===== src/rtl/eas_pkg.sv =====
package eas_pkg;
    localparam int ADDR_W  = 32;
    localparam int WORD_W  = 16;
    localparam int DATA_W  = 2 * WORD_W;
    localparam int MODE_W  = 5;
    localparam int RNUM_W  = 3;
    localparam int RIDX_W  = RNUM_W + 1;
    localparam int QUICK_W = 3;

    localparam logic [MODE_W-1:0] M_DREG  = 5'd0;
    localparam logic [MODE_W-1:0] M_AREG  = 5'd1;
    localparam logic [MODE_W-1:0] M_IND   = 5'd2;
    localparam logic [MODE_W-1:0] M_POST  = 5'd3;
    localparam logic [MODE_W-1:0] M_PRE   = 5'd4;
    localparam logic [MODE_W-1:0] M_D16A  = 5'd5;
    localparam logic [MODE_W-1:0] M_IDXA  = 5'd6;
    localparam logic [MODE_W-1:0] M_D16P  = 5'd7;
    localparam logic [MODE_W-1:0] M_IDXP  = 5'd8;
    localparam logic [MODE_W-1:0] M_ABSW  = 5'd9;
    localparam logic [MODE_W-1:0] M_ABSL  = 5'd10;
    localparam logic [MODE_W-1:0] M_IMM   = 5'd11;
    localparam logic [MODE_W-1:0] M_QUICK = 5'd14;
    localparam logic [MODE_W-1:0] M_LIMIT = 5'd22;

    typedef enum logic [1:0] {OP_FETCH, OP_CALC, OP_CALC_IDLE, OP_RSVD} op_e;
    typedef enum logic [1:0] {SZ_BYTE, SZ_WORD, SZ_LONG, SZ_RSVD} size_e;
    typedef enum logic [1:0] {BK_NONE, BK_PREFETCH, BK_READ, BK_IDLE} kind_e;

    typedef struct packed {
        logic       bad;
        logic       pre_idle;
        logic [1:0] n_pf;
        logic       post_idle;
        logic [1:0] n_rd;
    } plan_t;

    typedef enum logic [3:0] {
        S_IDLE, S_DECODE, S_PRE_IDLE, S_ADDRESS, S_INDEX,
        S_PREFETCH, S_GAP_IDLE, S_READ, S_DONE
    } state_e;
endpackage


===== src/rtl/eas_plan.sv =====
module eas_plan
    import eas_pkg::*;
(
    input  logic [MODE_W-1:0] mode,
    input  logic [1:0]        op,
    input  logic [1:0]        size,
    output plan_t             plan
);
    logic       fetch;
    logic [1:0] reads;

    always_comb begin
        fetch = (op == OP_FETCH);
        reads = fetch ? ((size == SZ_LONG) ? 2'd2 : 2'd1) : 2'd0;
        plan  = '0;
        case (mode)
            M_DREG, M_AREG, M_QUICK: plan.bad = !fetch;
            M_IND, M_POST:           plan.n_rd = reads;
            M_PRE: begin
                plan.n_rd     = reads;
                plan.pre_idle = (op == OP_CALC_IDLE);
            end
            M_D16A, M_D16P, M_ABSW: begin
                plan.n_pf = 2'd1;
                plan.n_rd = reads;
            end
            M_IDXA, M_IDXP: begin
                plan.n_pf      = 2'd1;
                plan.post_idle = 1'b1;
                plan.n_rd      = reads;
                plan.pre_idle  = (op == OP_CALC_IDLE);
            end
            M_ABSL: begin
                plan.n_pf = 2'd2;
                plan.n_rd = reads;
            end
            M_IMM: begin
                plan.bad  = !fetch;
                plan.n_pf = (size == SZ_LONG) ? 2'd2 : 2'd1;
            end
            default: plan.bad = 1'b1;
        endcase
        if (op == OP_RSVD || size == SZ_RSVD || mode >= M_LIMIT) begin
            plan     = '0;
            plan.bad = 1'b1;
        end
    end
endmodule


===== src/rtl/eas_arith.sv =====
module eas_arith
    import eas_pkg::*;
(
    input  logic [MODE_W-1:0]  mode,
    input  logic [1:0]         size,
    input  logic [RNUM_W-1:0]  reg_num,
    input  logic [WORD_W-1:0]  ext,
    input  logic [ADDR_W-1:0]  pc,
    input  logic [DATA_W-1:0]  rd,
    input  logic [ADDR_W-1:0]  base,
    input  logic [QUICK_W-1:0] quick_field,
    output logic [ADDR_W-1:0]  ea_simple,
    output logic [ADDR_W-1:0]  an_next,
    output logic [ADDR_W-1:0]  ea_index,
    output logic [DATA_W-1:0]  quick_val
);
    logic [ADDR_W-1:0] step, sx16, sx8, index;

    always_comb begin
        unique case (size)
            SZ_LONG: step = ADDR_W'(4);
            SZ_WORD: step = ADDR_W'(2);
            default: step = (reg_num == '1) ? ADDR_W'(2) : ADDR_W'(1);
        endcase
        sx16  = {{(ADDR_W-WORD_W){ext[WORD_W-1]}}, ext};
        sx8   = {{(ADDR_W-8){ext[7]}}, ext[7:0]};
        index = ext[11] ? rd : {{(ADDR_W-WORD_W){rd[WORD_W-1]}}, rd[WORD_W-1:0]};
        an_next  = (mode == M_PRE) ? rd - step : rd + step;
        ea_index = base + index + sx8;
        quick_val = (quick_field == '0) ? DATA_W'(8) : DATA_W'(quick_field);
        case (mode)
            M_IND, M_POST: ea_simple = rd;
            M_PRE:         ea_simple = rd - step;
            M_D16A:        ea_simple = rd + sx16;
            M_D16P:        ea_simple = pc - ADDR_W'(2) + sx16;
            M_ABSW:        ea_simple = sx16;
            default:       ea_simple = '0;
        endcase
    end
endmodule


===== src/rtl/eas_seq.sv =====
module eas_seq
    import eas_pkg::*;
(
    input  logic                clk,
    input  logic                rst_n,
    input  logic                start,
    input  logic [1:0]          op,
    input  logic [MODE_W-1:0]   mode,
    input  logic [RNUM_W-1:0]   reg_num,
    input  logic [1:0]          size,
    input  logic [WORD_W-1:0]   ext_word,
    input  logic [ADDR_W-1:0]   pc,
    input  logic [QUICK_W-1:0]  quick_field,
    output logic [RIDX_W-1:0]   reg_rd_idx,
    input  logic [DATA_W-1:0]   reg_rd_data,
    output logic                bus_req,
    output logic [1:0]          bus_kind,
    output logic [ADDR_W-1:0]   bus_addr,
    input  logic                bus_ack,
    input  logic [WORD_W-1:0]   bus_rdata,
    output logic [ADDR_W-1:0]   ea,
    output logic [DATA_W-1:0]   operand,
    output logic                wb_en,
    output logic [RNUM_W-1:0]   wb_reg,
    output logic [ADDR_W-1:0]   wb_data,
    output logic                done,
    output logic                err
);
    state_e              state, nxt;
    logic [MODE_W-1:0]   mode_q;
    logic [1:0]          op_q, size_q, pf_left, rd_left;
    logic [RNUM_W-1:0]   reg_q;
    logic [WORD_W-1:0]   ext_q;
    logic [ADDR_W-1:0]   pc_q, base_q, ea_q, wb_data_q, pf_addr;
    logic [QUICK_W-1:0]  qf_q;
    logic [DATA_W-1:0]   operand_q, quick_val;
    logic [ADDR_W-1:0]   ea_simple, an_next, ea_index;
    logic                wb_pend, err_q, indexed;
    plan_t               plan;

    eas_plan u_plan (.mode(mode_q), .op(op_q), .size(size_q), .plan(plan));

    eas_arith u_arith (
        .mode(mode_q), .size(size_q), .reg_num(reg_q), .ext(ext_q), .pc(pc_q),
        .rd(reg_rd_data), .base(base_q), .quick_field(qf_q),
        .ea_simple(ea_simple), .an_next(an_next), .ea_index(ea_index), .quick_val(quick_val)
    );

    assign indexed = (mode_q == M_IDXA) || (mode_q == M_IDXP);

    always_ff @(posedge clk or negedge rst_n) begin
        if (!rst_n) state <= S_IDLE;
        else        state <= nxt;
    end

    always_comb begin
        nxt = state;
        unique case (state)
            S_IDLE:     if (start) nxt = S_DECODE;
            S_DECODE:   nxt = plan.bad ? S_DONE : (plan.pre_idle ? S_PRE_IDLE : S_ADDRESS);
            S_PRE_IDLE: if (bus_ack) nxt = S_ADDRESS;
            S_ADDRESS: begin
                if (indexed)               nxt = S_INDEX;
                else if (plan.n_pf != '0)  nxt = S_PREFETCH;
                else if (plan.n_rd != '0)  nxt = S_READ;
                else                       nxt = S_DONE;
            end
            S_INDEX:    nxt = S_PREFETCH;
            S_PREFETCH: if (bus_ack && pf_left == 2'd1)
                            nxt = plan.post_idle ? S_GAP_IDLE
                                : ((plan.n_rd != '0) ? S_READ : S_DONE);
            S_GAP_IDLE: if (bus_ack) nxt = (plan.n_rd != '0) ? S_READ : S_DONE;
            S_READ:     if (bus_ack && rd_left == 2'd1) nxt = S_DONE;
            S_DONE:     nxt = S_IDLE;
            default:    nxt = S_IDLE;
        endcase
    end

    always_ff @(posedge clk or negedge rst_n) begin
        if (!rst_n) begin
            mode_q <= '0; op_q <= '0; size_q <= '0; reg_q <= '0; ext_q <= '0;
            pc_q <= '0; qf_q <= '0; base_q <= '0; ea_q <= '0; operand_q <= '0;
            wb_pend <= 1'b0; wb_data_q <= '0; err_q <= 1'b0;
            pf_left <= '0; rd_left <= '0; pf_addr <= '0;
        end else begin
            unique case (state)
                S_IDLE: if (start) begin
                    mode_q <= mode; op_q <= op; size_q <= size; reg_q <= reg_num;
                    ext_q <= ext_word; pc_q <= pc; qf_q <= quick_field;
                    ea_q <= '0; operand_q <= '0; wb_pend <= 1'b0; err_q <= 1'b0;
                end
                S_DECODE: err_q <= plan.bad;
                S_ADDRESS: begin
                    case (mode_q)
                        M_DREG, M_AREG: operand_q <= reg_rd_data;
                        M_QUICK:        operand_q <= quick_val;
                        M_IMM: if (size_q != SZ_LONG)
                                   operand_q <= (size_q == SZ_BYTE) ? DATA_W'(ext_q[7:0])
                                                                    : DATA_W'(ext_q);
                        M_IDXA:         base_q <= reg_rd_data;
                        M_IDXP:         base_q <= pc_q - ADDR_W'(2);
                        default:        ea_q <= ea_simple;
                    endcase
                    if (mode_q == M_POST || mode_q == M_PRE) begin
                        wb_pend   <= 1'b1;
                        wb_data_q <= an_next;
                    end
                    pf_left <= plan.n_pf;
                    rd_left <= plan.n_rd;
                    pf_addr <= pc_q;
                end
                S_INDEX: ea_q <= ea_index;
                S_PREFETCH: if (bus_ack) begin
                    pf_left <= pf_left - 2'd1;
                    pf_addr <= pf_addr + ADDR_W'(2);
                    if (pf_left == 2'd2) begin
                        if (mode_q == M_ABSL) ea_q      <= {ext_q, bus_rdata};
                        else                  operand_q <= {ext_q, bus_rdata};
                    end
                end
                S_READ: if (bus_ack) begin
                    rd_left <= rd_left - 2'd1;
                    if (size_q == SZ_LONG) begin
                        if (rd_left == 2'd2) operand_q[DATA_W-1:WORD_W] <= bus_rdata;
                        else                 operand_q[WORD_W-1:0]      <= bus_rdata;
                    end else begin
                        operand_q <= (size_q == SZ_BYTE) ? DATA_W'(bus_rdata[7:0])
                                                         : DATA_W'(bus_rdata);
                    end
                end
                default: ;
            endcase
        end
    end

    always_comb begin
        bus_req  = 1'b0;
        bus_kind = BK_NONE;
        bus_addr = '0;
        unique case (state)
            S_PRE_IDLE, S_GAP_IDLE: begin
                bus_req = 1'b1; bus_kind = BK_IDLE;
            end
            S_PREFETCH: begin
                bus_req = 1'b1; bus_kind = BK_PREFETCH; bus_addr = pf_addr;
            end
            S_READ: begin
                bus_req  = 1'b1; bus_kind = BK_READ;
                bus_addr = (size_q == SZ_LONG && rd_left == 2'd1) ? ea_q + ADDR_W'(2) : ea_q;
            end
            default: ;
        endcase
        reg_rd_idx = (state == S_INDEX) ? ext_q[WORD_W-1 -: RIDX_W]
                                        : {mode_q != M_DREG, reg_q};
        done    = (state == S_DONE);
        err     = done && err_q;
        wb_en   = done && wb_pend;
        wb_reg  = reg_q;
        wb_data = wb_data_q;
        ea      = ea_q;
        operand = operand_q;
    end
endmodule


===== config.mk =====
export PLATFORM = sky130hd
export DESIGN_NAME = eas_seq
export DESIGN_NICKNAME = d
export VERILOG_FILES = /design/src/rtl/eas_pkg.sv /design/src/rtl/eas_plan.sv /design/src/rtl/eas_arith.sv /design/src/rtl/eas_seq.sv
export SDC_FILE = /design/constraint.sdc
export NUM_CORES = 1
export LEC_CHECK = 0
export BUFFER_PORTS_ARGS = -buffer_cell sky130_fd_sc_hd__buf_2
export CAP_MARGIN = 20
export CORE_MARGIN = 8
export CORE_UTILIZATION = 40
export CTS_CLUSTER_SIZE = 28
export DETAILED_ROUTE_END_ITERATION = 6
export GPL_ROUTABILITY_DRIVEN = 0
export GPL_TIMING_DRIVEN = 0
export PLACE_DENSITY = 0.69
export SLEW_MARGIN = 0
export SYNTH_ARGS = -nofsm -noshare
export SYNTH_HDL_FRONTEND = slang
export SYNTH_SLANG_ARGS = --single-unit

===== constraint.sdc =====
create_clock -name clk -period 5.04 [get_ports clk]
set_input_delay 0.252 -clock clk [delete_from_list [all_inputs] [get_ports clk]]
set_output_delay 0.252 -clock clk [all_outputs]
set_load 0.01 [all_outputs]

Word-level counts from Yosys, hierarchy flattened

Cells that the tools add are included.

Flip-flop bits (word level): 233
Input bits: 115
Output and inout bits: 141

Add/sub/neg operators: 11
Magnitude comparators: 1
Equal/unequal tests: 47
Mux-type cells: 60
Reduce and logical (&&, ||, !) cells: 46

Operator list:

| cell                                               | number |
|---|---|
| 2-to-1 mux 32 bit                                  | 15 |
| one-hot mux 32 bit (2 select lines)                | 4 |
| one-hot mux 32 bit (4 select lines)                | 2 |
| adder 32 bit                                       | 5 |
| one-hot mux 32 bit (5 select lines)                | 1 |
| one-hot mux 32 bit (3 select lines)                | 1 |
| adder 32 x 2 -> 32 bit, second input constant      | 2 |
| 2-to-1 mux 16 bit                                  | 4 |
| 2-to-1 mux 4 bit                                   | 12 |
| one-hot mux 4 bit (8 select lines)                 | 1 |
| subtractor 32 x 2 -> 32 bit, second input constant | 1 |
| subtractor 32 bit                                  | 1 |
| inequality test 2 bit, second input constant       | 13 |
| == test 5 x 4 -> 1 bit, second input constant      | 5 |
| == test 5 x 3 -> 1 bit, second input constant      | 4 |
| AND reduction 9 bit                                | 2 |
| == test 4 x 3 -> 1 bit, second input constant      | 4 |
| nonzero test 2 bit                                 | 7 |
| == test 2 bit, second input constant               | 6 |
| 2-to-1 mux 2 bit                                   | 6 |
| one-hot mux 2 bit (3 select lines)                 | 2 |
| AND reduction 2 bit                                | 6 |
| == test 5 x 2 -> 1 bit, second input constant      | 2 |
| inequality test 3 bit, second input constant       | 3 |
| 31 further kinds                                   | 56 |

Depth between registers and ports, before layout

Gate-level depths: netlist of the first run.

Depth in word-level cells: 10
Gate-level depth with buffers: 19

Hierarchy

Synthesis of the first run repeated with hierarchy kept, for this count alone.

Cells, all modules: 2660
Area total of the unflattened synthesis: 22037.4 um^2

Modules (own cells, without submodules):

| module    | instances | cells an instance | area an instance (um^2) |
|---|---|---|---|
| eas_seq   | 1         | 1360              | 13012.5 |
| eas_arith | 1         | 1271              | 8844.7 |
| eas_plan  | 1         | 29                | 180.2 |

Worst setup path before layout of the first run

OpenSTA, ideal clock, no wires.

Path type: register -> register
Start: register ext_q[7]
End: register ea_q[24], in the netlist ea[24]
Setup time: 82 ps
Arrival time: 4289 ps
Data required time: 4958 ps
Setup slack: 669 ps
Cell stages (with the launch flop): 12
Clock period less this slack: 4371 ps
Path through: dfrtp_1 > fa_1 > ha_1 > nand2_1 > or4_1 > and4b_1 > o31ai_1 > o21ai_1 > o21ai_0 > xor2_1 > nand2_1 > a31oi_1

Longest elaborated chain between the ends: 4
Elaborated cells between the ends (all ways): 6

RTL lines:

| item                                    | RTL line                         | text |
|---|---|---|
| start: declaration                      | eas_seq.sv:33                    | `logic [WORD_W-1:0] ext_q;` |
| start signal: assignment                | eas_seq.sv:89                    | `ext_q <= ext_word; pc_q <= pc; qf_q <= quick_field;` |
| adder 32 bit, on equally long branches  | eas_arith.sv:35, eas_arith.sv:34 |  |
| one-hot mux 32 bit (5 select lines)     | eas_arith.sv:31                  | `case (mode)` |
| 2-to-1 mux 32 bit                       | eas_seq.sv:94                    | `case (mode_q)` |
| one-hot mux 32 bit (4 select lines) (*) | eas_seq.sv:86                    | `unique case (state)` |
| end signal: assignment                  | eas_seq.sv:102                   | `default: ea_q <= ea_simple;` |
| end signal: assignment                  | eas_seq.sv:112                   | `S_INDEX: ea_q <= ea_index;` |
| end signal: assignment                  | eas_seq.sv:117                   | `if (mode_q == M_ABSL) ea_q <= {ext_q, bus_rdata};` |
| end: declaration                        | eas_seq.sv:34                    | `logic [ADDR_W-1:0] pc_q, base_q, ea_q, wb_data_q, pf_addr;` |

Every way passes the cells marked *; elsewhere a longest branch is shown, timed or not. The select of a mux whose other input is x is not followed.
A chain may end at the register's enable or synchronous reset.

Worst setup path after layout of the first run

Start: register mode_q[3]
End: register ea_q[14], in the netlist ea[14]

Longest elaborated chain between the ends: 5
Elaborated cells between the ends (all ways): 21

RTL lines:

| item                                | RTL line        | text |
|---|---|---|
| start: declaration                  | eas_seq.sv:30   | `logic [MODE_W-1:0] mode_q;` |
| start signal: assignment            | eas_seq.sv:88   | `mode_q <= mode; op_q <= op; size_q <= size; reg_q <= reg_num;` |
| == test 5 x 2 -> 1 bit              | eas_arith.sv:31 |  |
| OR reduction 2 bit                  | -               |  |
| one-hot mux 32 bit (5 select lines) | eas_arith.sv:31 |  |
| 2-to-1 mux 32 bit                   | eas_seq.sv:94   |  |
| one-hot mux 32 bit (4 select lines) | eas_seq.sv:86   |  |

Parallel ways exist; a longest one is shown, timed or not. The select of a mux whose other input is x is not followed.

==> results of run 1 <==
-- critical path, delay by kind of cell, from the launching register on --
family                     cells  cell delay, ns
and+or+nand+nor                5            0.94
adders and majority gates      2            0.45
DFF                            1            0.50
xor gates and xnor gates       1            0.28
buffers and inverters          2            0.55
AOI/OAI and AO/OA              7            2.14
-- cells in the final DEF, fill, tap and decap left out, drive strengths merged, types with 12 or more instances in the layout --
cell,count
o21bai,13
nor4,18
a211oi,17
o211ai,12
inv,41
mux2,67
fa,35
or3,17
buf,269
dfrtp,233
xnor2,71
a22oi,16
a21oi,209
nor3,52
nand2b,19
clkbuf,184
ha,82
and3,33
o22ai,21
nand3,65
a221oi,22
xor2,70
nand4,28
nand2,378
a21o,28
nor2,192
a31oi,38
o21ai,297
dlygate4sd3,64
a222oi,29
-- per-layer routing --
metal,track usage (%),part of all wire [%],vias up
met3,7.776,12,467
met2,46.33,43,1596
li1,-,-,9364
met1,37.59,36,10286
met4,21.69,8.5,0
met5,0,0,-
-- through the flow --
| stage | cells | hold WS [ns] | setup TNS, ns | instance area (µm²) | setup slack, ns |
|---|---|---|---|---|---|
| floorplan | 2401 | -0.04359 | 0 | 18910 | 0.6688 |
| global placement | 3253 | 0.4600 | -100.31 | 20900 | -0.6529 |
| detailed placement | 3258 | 0.07176 | -3.789 | 21020 | -0.7094 |
| CTS | 3373 | 0.01196 | 0 | 22630 | 0.02259 |
| global route | 3372 | 0.03429 | -0.1262 | 22710 | -0.1262 |
| finish | 3372 | 0.03637 | -0.009234 | 22710 | -0.009234 |
-- final cells by class --
cell class,instances,area [µm²]
fillers,4571,23940
plain buffers,156,606.8
repair buffers,319,2002
flip-flops and latches,233,5836
well taps,607,759.5
clock inverters,9,107.6
inverters,40,150.1
clock buffers,42,844.6
multi-input cells,1966,12410
-- logic make-up after synthesis --
group	after synthesis
mux	73
simple gates	861
xor+xnor	141
fa+ha+maj	117
flops	233
buf+inv	202
compound gates	774
-- repair_timing --
item | 4_1_cts | 5_1_grt
pin swaps | 0 | 3
endpoints found under the hold margin | 296 | 0
gates resized for setup | 7 | 28
setup endpoints to repair | 12 | 28
hold buffers | 64 | 0
buffers inserted | 0 | 3
-- power groups by stage --
stage / clock network [mW] / logic (mW) / registers, mW
final: 2.13 / 10.3 / 3.78
after global routing: 2.23 / 11.1 / 3.83
after CTS: 2.14 / 9.89 / 3.65
after detailed placement: 0 / 9.78 / 3.67
after global placement: 0 / 9.40 / 3.67
after floorplan: 0 / 6.86 / 3.35
-- worst max-delay path by stage --
stage               from            to  slack (ns)  depth (start not counted)
6_report       mode_q[3]        ea[14]      -0.009                         17
5_1_grt        mode_q[3]        ea[14]       -0.13                         17
4_1_cts         state[3]  bus_addr[26]        0.02                         10
3_5_place_dp   mode_q[2]        ea[28]       -0.71                         19
3_3_place_gp   mode_q[2]        ea[28]       -0.65                         19
2_1_floorplan   ext_q[7]        ea[24]        0.67                         11
==> out/results.tsv, run 1 <==
stage	metric	value	unit
setup_path	worst path arrival time	5.46	ns
routing	Routed WL	85780	µm
logic_synthesis	Post-synth ARST share	100.0	%
floorplanning	core box area	46650	µm²
run_status	failing checks	DRC, setup timing	
power	Leak	9.442	nW
routing	post-route ant nets	0	
setup_path	worst path required time	5.45	ns
clocking	Worst-path clk slew	0.06	ns
run	Max-Cap Viols	0	
logic_synthesis	Yosys reg bits	233	
clocking	clk_lat worst skew	0.59	ns
logic_synthesis	Post-Synth XOR/XNOR Area	6.530	%
power	power density over the cells	713.3	nW/µm²
floorplanning	FP Rows	79	
logic_synthesis	Synth Area in Compound Gates	24.61	%
routing	DRC violations left	16	
sta	Rel. slew slack	5.179	%
power	Seq pwr share	23.3	%
power	power share of the combinational group	63.5	%
hold_path	Endpoint, Worst Hold	operand[2]	
logic_synthesis	EDFF count, synth	0	
sta	Clock Skews	0.02411	ns
logic_synthesis	mux cell area share after synthesis	4.307	%
setup_path	R2R setup slack	-0.009	ns
routing	total iterations of the first detailed-routing run	7	
power	total power	16.20	mW
finish	Ant. Diodes	0	
logic_synthesis	most common cell in the netlist	nand2_1	
finish	# nets final	2977	
hold_path	Hold Startpoint	bus_rdata[2]	
sta	max-slew violations	0	
logic_synthesis	Post-Synth Simple-Gate Area	20.54	%
logic_synthesis	Post-Syn Area	18910	µm²
global_routing	vias in the first global route	20776	
setup_path	worst reg-to-reg path cell count	17	
power	Net Switching	8.474	mW
global_routing	largest net degree at the start of global routing	118	
power	Max IR drop VDD	458.7	µV
placed_design	port bufs	245	
global_routing	first-pass GRT wire length	126900	µm
floorplanning	Ports	256	
setup_path	CP Class	reg2reg	
global_routing	initial antenna violation count	0	
sta	min cycle time layout	5.049	ns
clocking	CTS tree	yes	
clocking	clock buffers created by TritonCTS	29	
clocking	TritonCTS Sinks	233	
floorplanning	Die W	233.4	µm
floorplanning	Die ar.	54490	µm²
logic_synthesis	sequential share of the synthesized area	30.83	%
routing	Routed WL per cell	25.44	µm
setup_path	slowest stage delay, CP	1.12	ns
setup_path	worst reg2reg startpoint	mode_q[3]	
hold_path	WHS Path Cells	3	
run_status	outcome	finished with violations	
sta	final setup margin	-0.009234	ns
logic_synthesis	Main synth FF type	dfrtp_1	
hold_path	Hold/Removal Path Class	in2reg	
setup_path	worst-path maximum fanout	12	
logic_synthesis	Syn Inst Count	2401	
sta	Fin. Hold Viols	0	
setup_path	crit-path cells	nor2_4 > nand3_4 > nor2_4 > clkbuf_1 > o21ai_0 > ha_1 > inv_1 > fa_1 > nand2b_1 > a21oi_2 > o211ai_1 > a21boi_1 > nor2_1 > xor2_1 > o211ai_1 > a222oi_1 > o21ai_0	
clocking	CTS H-tree lvls	1	
logic_synthesis	Area contributors post-synth	dfrtp_1 31%, o21ai_0 7.8%, nand2_1 7.5%	
logic_synthesis	most common library cells after synthesis	378 x nand2_1, 296 x o21ai_0, 233 x dfrtp_1	
clocking	Root Driver	clkbuf_16	
power	Cell Int Power	7.727	mW
setup_path	RR Endpoint	ea[14]	
routing	drt via density	6.439	
finish	final core utilization	48.68	%
global_routing	Tot GR Track Use	30.53	%
sta	worst slew pin tran	1.422	ns
setup_path	crit end category	flip-flop	
logic_synthesis	post-synth top area cell	dfrtp_1	
sta	final period utilization	100.2	%
setup_path	slowest CP cell	a222oi_1	
floorplanning	DIE HEIGHT	233.4	µm
logic_synthesis	syn_nets	2633	
setup_path	startpoint class of the critical path	flip-flop	
logic_synthesis	Yosys Warn Count	0	
routing	vias post-DR	21713	
logic_synthesis	Cell variety after synth	68	
sta	RSZ-0062 raised after global routing	yes	
sta	fmax	198.1	MHz
sta	Setup violations, final	1	
clocking	clock buffer depth	3	
logic_synthesis	Mapped Avg Cell Area	7.876	µm²
routing	DRT iter0 DRCs	3399	
logic_synthesis	main combinational cell family by area after synthesis	compound AO/OA/AOI/OAI gates	
logic_synthesis	share of the synthesized area in the top cell type	30.83	%
power	Clock Power Share	13.2	%
finish	layout cell share with drive strength beyond 1	14.72	%
placed_design	Final HPWL DP	66070	µm
power	Switching Fraction	52.30	%
logic_synthesis	Adder-Cell Fraction of Synth Area	9.131	%
global_routing	total gr overflow	0	
finish	Area Overhead vs Synth	20.10	%
floorplanning	initial core utilization	40.53	%
Note: power is estimated with default switching activity, not from simulation.
==> run 2, diff against run 1 <==
==> constraint.sdc (replaced) <==
create_clock -name clk -period 6.6 [get_ports clk]
set_input_delay 0.99 -clock clk [delete_from_list [all_inputs] [get_ports clk]]
set_output_delay 0.99 -clock clk [all_outputs]
set_load 0.01 [all_outputs]
==> run 2 against run 1 <==
Effect of this change: the flow finishes with violations (DRC); critical endpoint is now ea[28]; final cell count down 1.8%; clock power is 23% lower; die area unchanged; final area shrank 3.2%; sequential power decreased by 25%; largest power group unchanged; core utilization shrank 1.6 points; flip-flop and latch count did not move; clock skew fell by 0.0060 ns; non-clock buffer count shrank 61.
==> out/results.tsv, run 2 (synthesis results as in run 1) <==
stage	metric	value	unit	change
setup_path	startpoint class of the critical path	flip-flop		
setup_path	crit end category	flip-flop		
clocking	TritonCTS Sinks	233		unchanged
global_routing	first-pass GRT wire length	125900	µm	-0.80%
run_status	failing checks	DRC		
sta	fmax	162.9	MHz	-18%
global_routing	total gr overflow	0		unchanged
finish	Area Overhead vs Synth	16.23	%	
routing	DRT iter0 DRCs	3357		-1.2%
floorplanning	FP Rows	79		unchanged
clocking	Post-CTS Hold Fix Bufs	0		-100%
clocking	CTS H-tree lvls	1		unchanged
setup_path	CP Class	reg2reg		
run	Max-Cap Viols	0		unchanged
finish	# nets final	2916		-2.0%
setup_path	R2R setup slack	0.46	ns	+0.47 ns
routing	total iterations of the first detailed-routing run	7		unchanged
finish	post-route cell area	21980	µm²	-3.2%
finish	Ant. Diodes	0		unchanged
floorplanning	Ports	256		unchanged
finish	most frequent cells in the layout	378 x nand2_1, 296 x o21ai_0, 246 x buf_2		
finish	Layout fillers	4646		+1.6%
floorplanning	initial core utilization	40.53	%	unchanged
sta	Rel. slew slack	22.86	%	+18 points
power	Max IR drop VDD	340.0	µV	-26%
sta	Clock Skews	0.01811	ns	-0.005995 ns
power	Leak	9.136	nW	-3.2%
global_routing	vias in the first global route	20502		-1.3%
routing	DRC violations left	17		+1
routing	drt via density	6.488		+0.76%
placed_design	Final HPWL DP	66070	µm	unchanged
routing	post-route ant nets	0		unchanged
global_routing	Tot GR Track Use	30.29	%	-0.24 points
routing	vias post-DR	21483		-1.1%
routing	Routed WL per cell	25.72	µm	+1.1%
sta	RSZ-0062 raised after global routing	no		
floorplanning	core box area	46650	µm²	unchanged
global_routing	largest net degree at the start of global routing	118		unchanged
clocking	clk_lat worst skew	0.60	ns	about the same
sta	worst slew pin tran	1.148	ns	-0.2740 ns
clocking	Worst-path clk slew	0.07	ns	about the same
sta	Setup violations, final	0		-1
clocking	post-CTS setup buffers	0		unchanged
sta	Fin. Hold Viols	0		unchanged
setup_path	worst path arrival time	6.59	ns	+1.13 ns
clocking	Root Driver	clkbuf_16		
finish	layout cell share with drive strength beyond 1	14.24	%	-0.48 points
hold_path	Hold/Removal Path Class	in2async		
clocking	CTS tree	yes		
run_status	outcome	finished with violations		
sta	final period utilization	93.03	%	-7.1 points
finish	final core utilization	47.11	%	-1.6 points
sta	setup TNS	0	ns	+0.009234 ns
setup_path	worst path required time	7.05	ns	+1.60 ns
placed_design	port bufs	245		unchanged
global_routing	initial antenna violation count	2		+2
floorplanning	Die W	233.4	µm	unchanged
clocking	Resized cells post-CTS	0		-7
sta	max-slew violations	0		unchanged
sta	min cycle time layout	6.140	ns	+1.091 ns
floorplanning	Die ar.	54490	µm²	unchanged
clocking	clock buffers created by TritonCTS	29		unchanged
power	total power	12.28	mW	-24%
setup_path	worst-path maximum fanout	10		-2
placed_design	Cell Area, Placed	21020	µm²	unchanged
clocking	clock buffer depth	3		unchanged
routing	Routed WL	85150	µm	-0.73%
floorplanning	DIE HEIGHT	233.4	µm	unchanged
power	power density over the cells	558.9	nW/µm²	-22%
finish	commonest non-fill, non-tap cell in the layout	nand2_1		
[run 2: cell types whose count changed in the layout (fill, tap and decap cells not counted), moves of 3 or more]
| cell | before | now |
|---|---|---|
| dlygate4sd3_1 | 64 | 0 |
| buf_4 | 6 | 2 |
| clkbuf_1 | 142 | 152 |
| dfrtp_1 | 229 | 232 |
| clkbuf_2 | 4 | 0 |
| o21ai_0 | 293 | 296 |
| dfrtp_2 | 4 | 1 |
[run 2: path summary, 6_finish.rpt]
path	start	endpoint	cells past startpoint
setup / recovery	mode_q[2]	ea[28]	19
hold / removal	rst_n	wb_data[12]	1
setup reg to reg	mode_q[2]	ea[28]	19
hold reg to reg	wb_data[27]	wb_data[27]	2
max in group asynchronous	rst_n	pf_addr[7]	2
min in group clk	wb_data[27]	wb_data[27]	2
[run 2: per-layer routing]
metal | track usage, % | up-vias | wire, µm
met4 | 22.05 | 4 | 7631
met1 | 36.98 | 10138 | 30690
met3 | 8.237 | 477 | 10740
li1 | - | 9238 | -
met5 | 0 | - | 17
met2 | 45.71 | 1626 | 36070
[run 2: area by class of cell]
cell class / instances / area [µm²] / area share, %
well taps: 607 / 759.5 / 3.455
clock buffers: 42 / 844.6 / 3.842
flip-flops and latches: 233 / 5832 / 26.53
multi-input cells: 1966 / 12330 / 56.10
clock inverters: 9 / 107.6 / 0.4896
inverters: 40 / 150.1 / 0.6831
repair buffers: 252 / 1339 / 6.091
plain buffers: 162 / 616.8 / 2.806
[run 2: through the flow]
stage / hold slack (ns) / setup WS, ns / cells
5_1_grt: 0.1890 / 0.2904 / 3311
3_5_place_dp: 0.4665 / 0.8507 / 3258
2_1_floorplan: 0.4387 / 2.229 / 2401
3_3_place_gp: 0.4600 / 0.3690 / 3253
4_1_cts: 0.1992 / 0.8140 / 3309
6_report: 0.2004 / 0.4598 / 3311
[run 2: power breakdown]
| group | switching [mW] | leakage [nW] | internal [mW] |
|---|---|---|---|
| Clock | 0.675 | 0.464 | 0.959 |
| Sequential | 0.864 | 2.74 | 1.97 |
| Combinational | 4.89 | 5.93 | 2.92 |
[run 2: worst max-delay path, cell delays in order, from the launching register on]
cell      delay [ns]
dfrtp_1         0.32
clkbuf_1        0.27
clkbuf_1        0.39
nand3_1         0.53
nor2_1          0.58
clkbuf_1        0.60
nand2_1         0.10
o21ai_0         0.10
ha_1            0.24
inv_1           0.07
fa_1            0.40
nand2b_1        0.19
a21oi_1         0.28
o211ai_1        0.21
o21ai_0         0.51
a221o_1         0.39
o22ai_1         0.14
xnor2_1         0.13
a221oi_1        0.41
a31oi_1         0.14
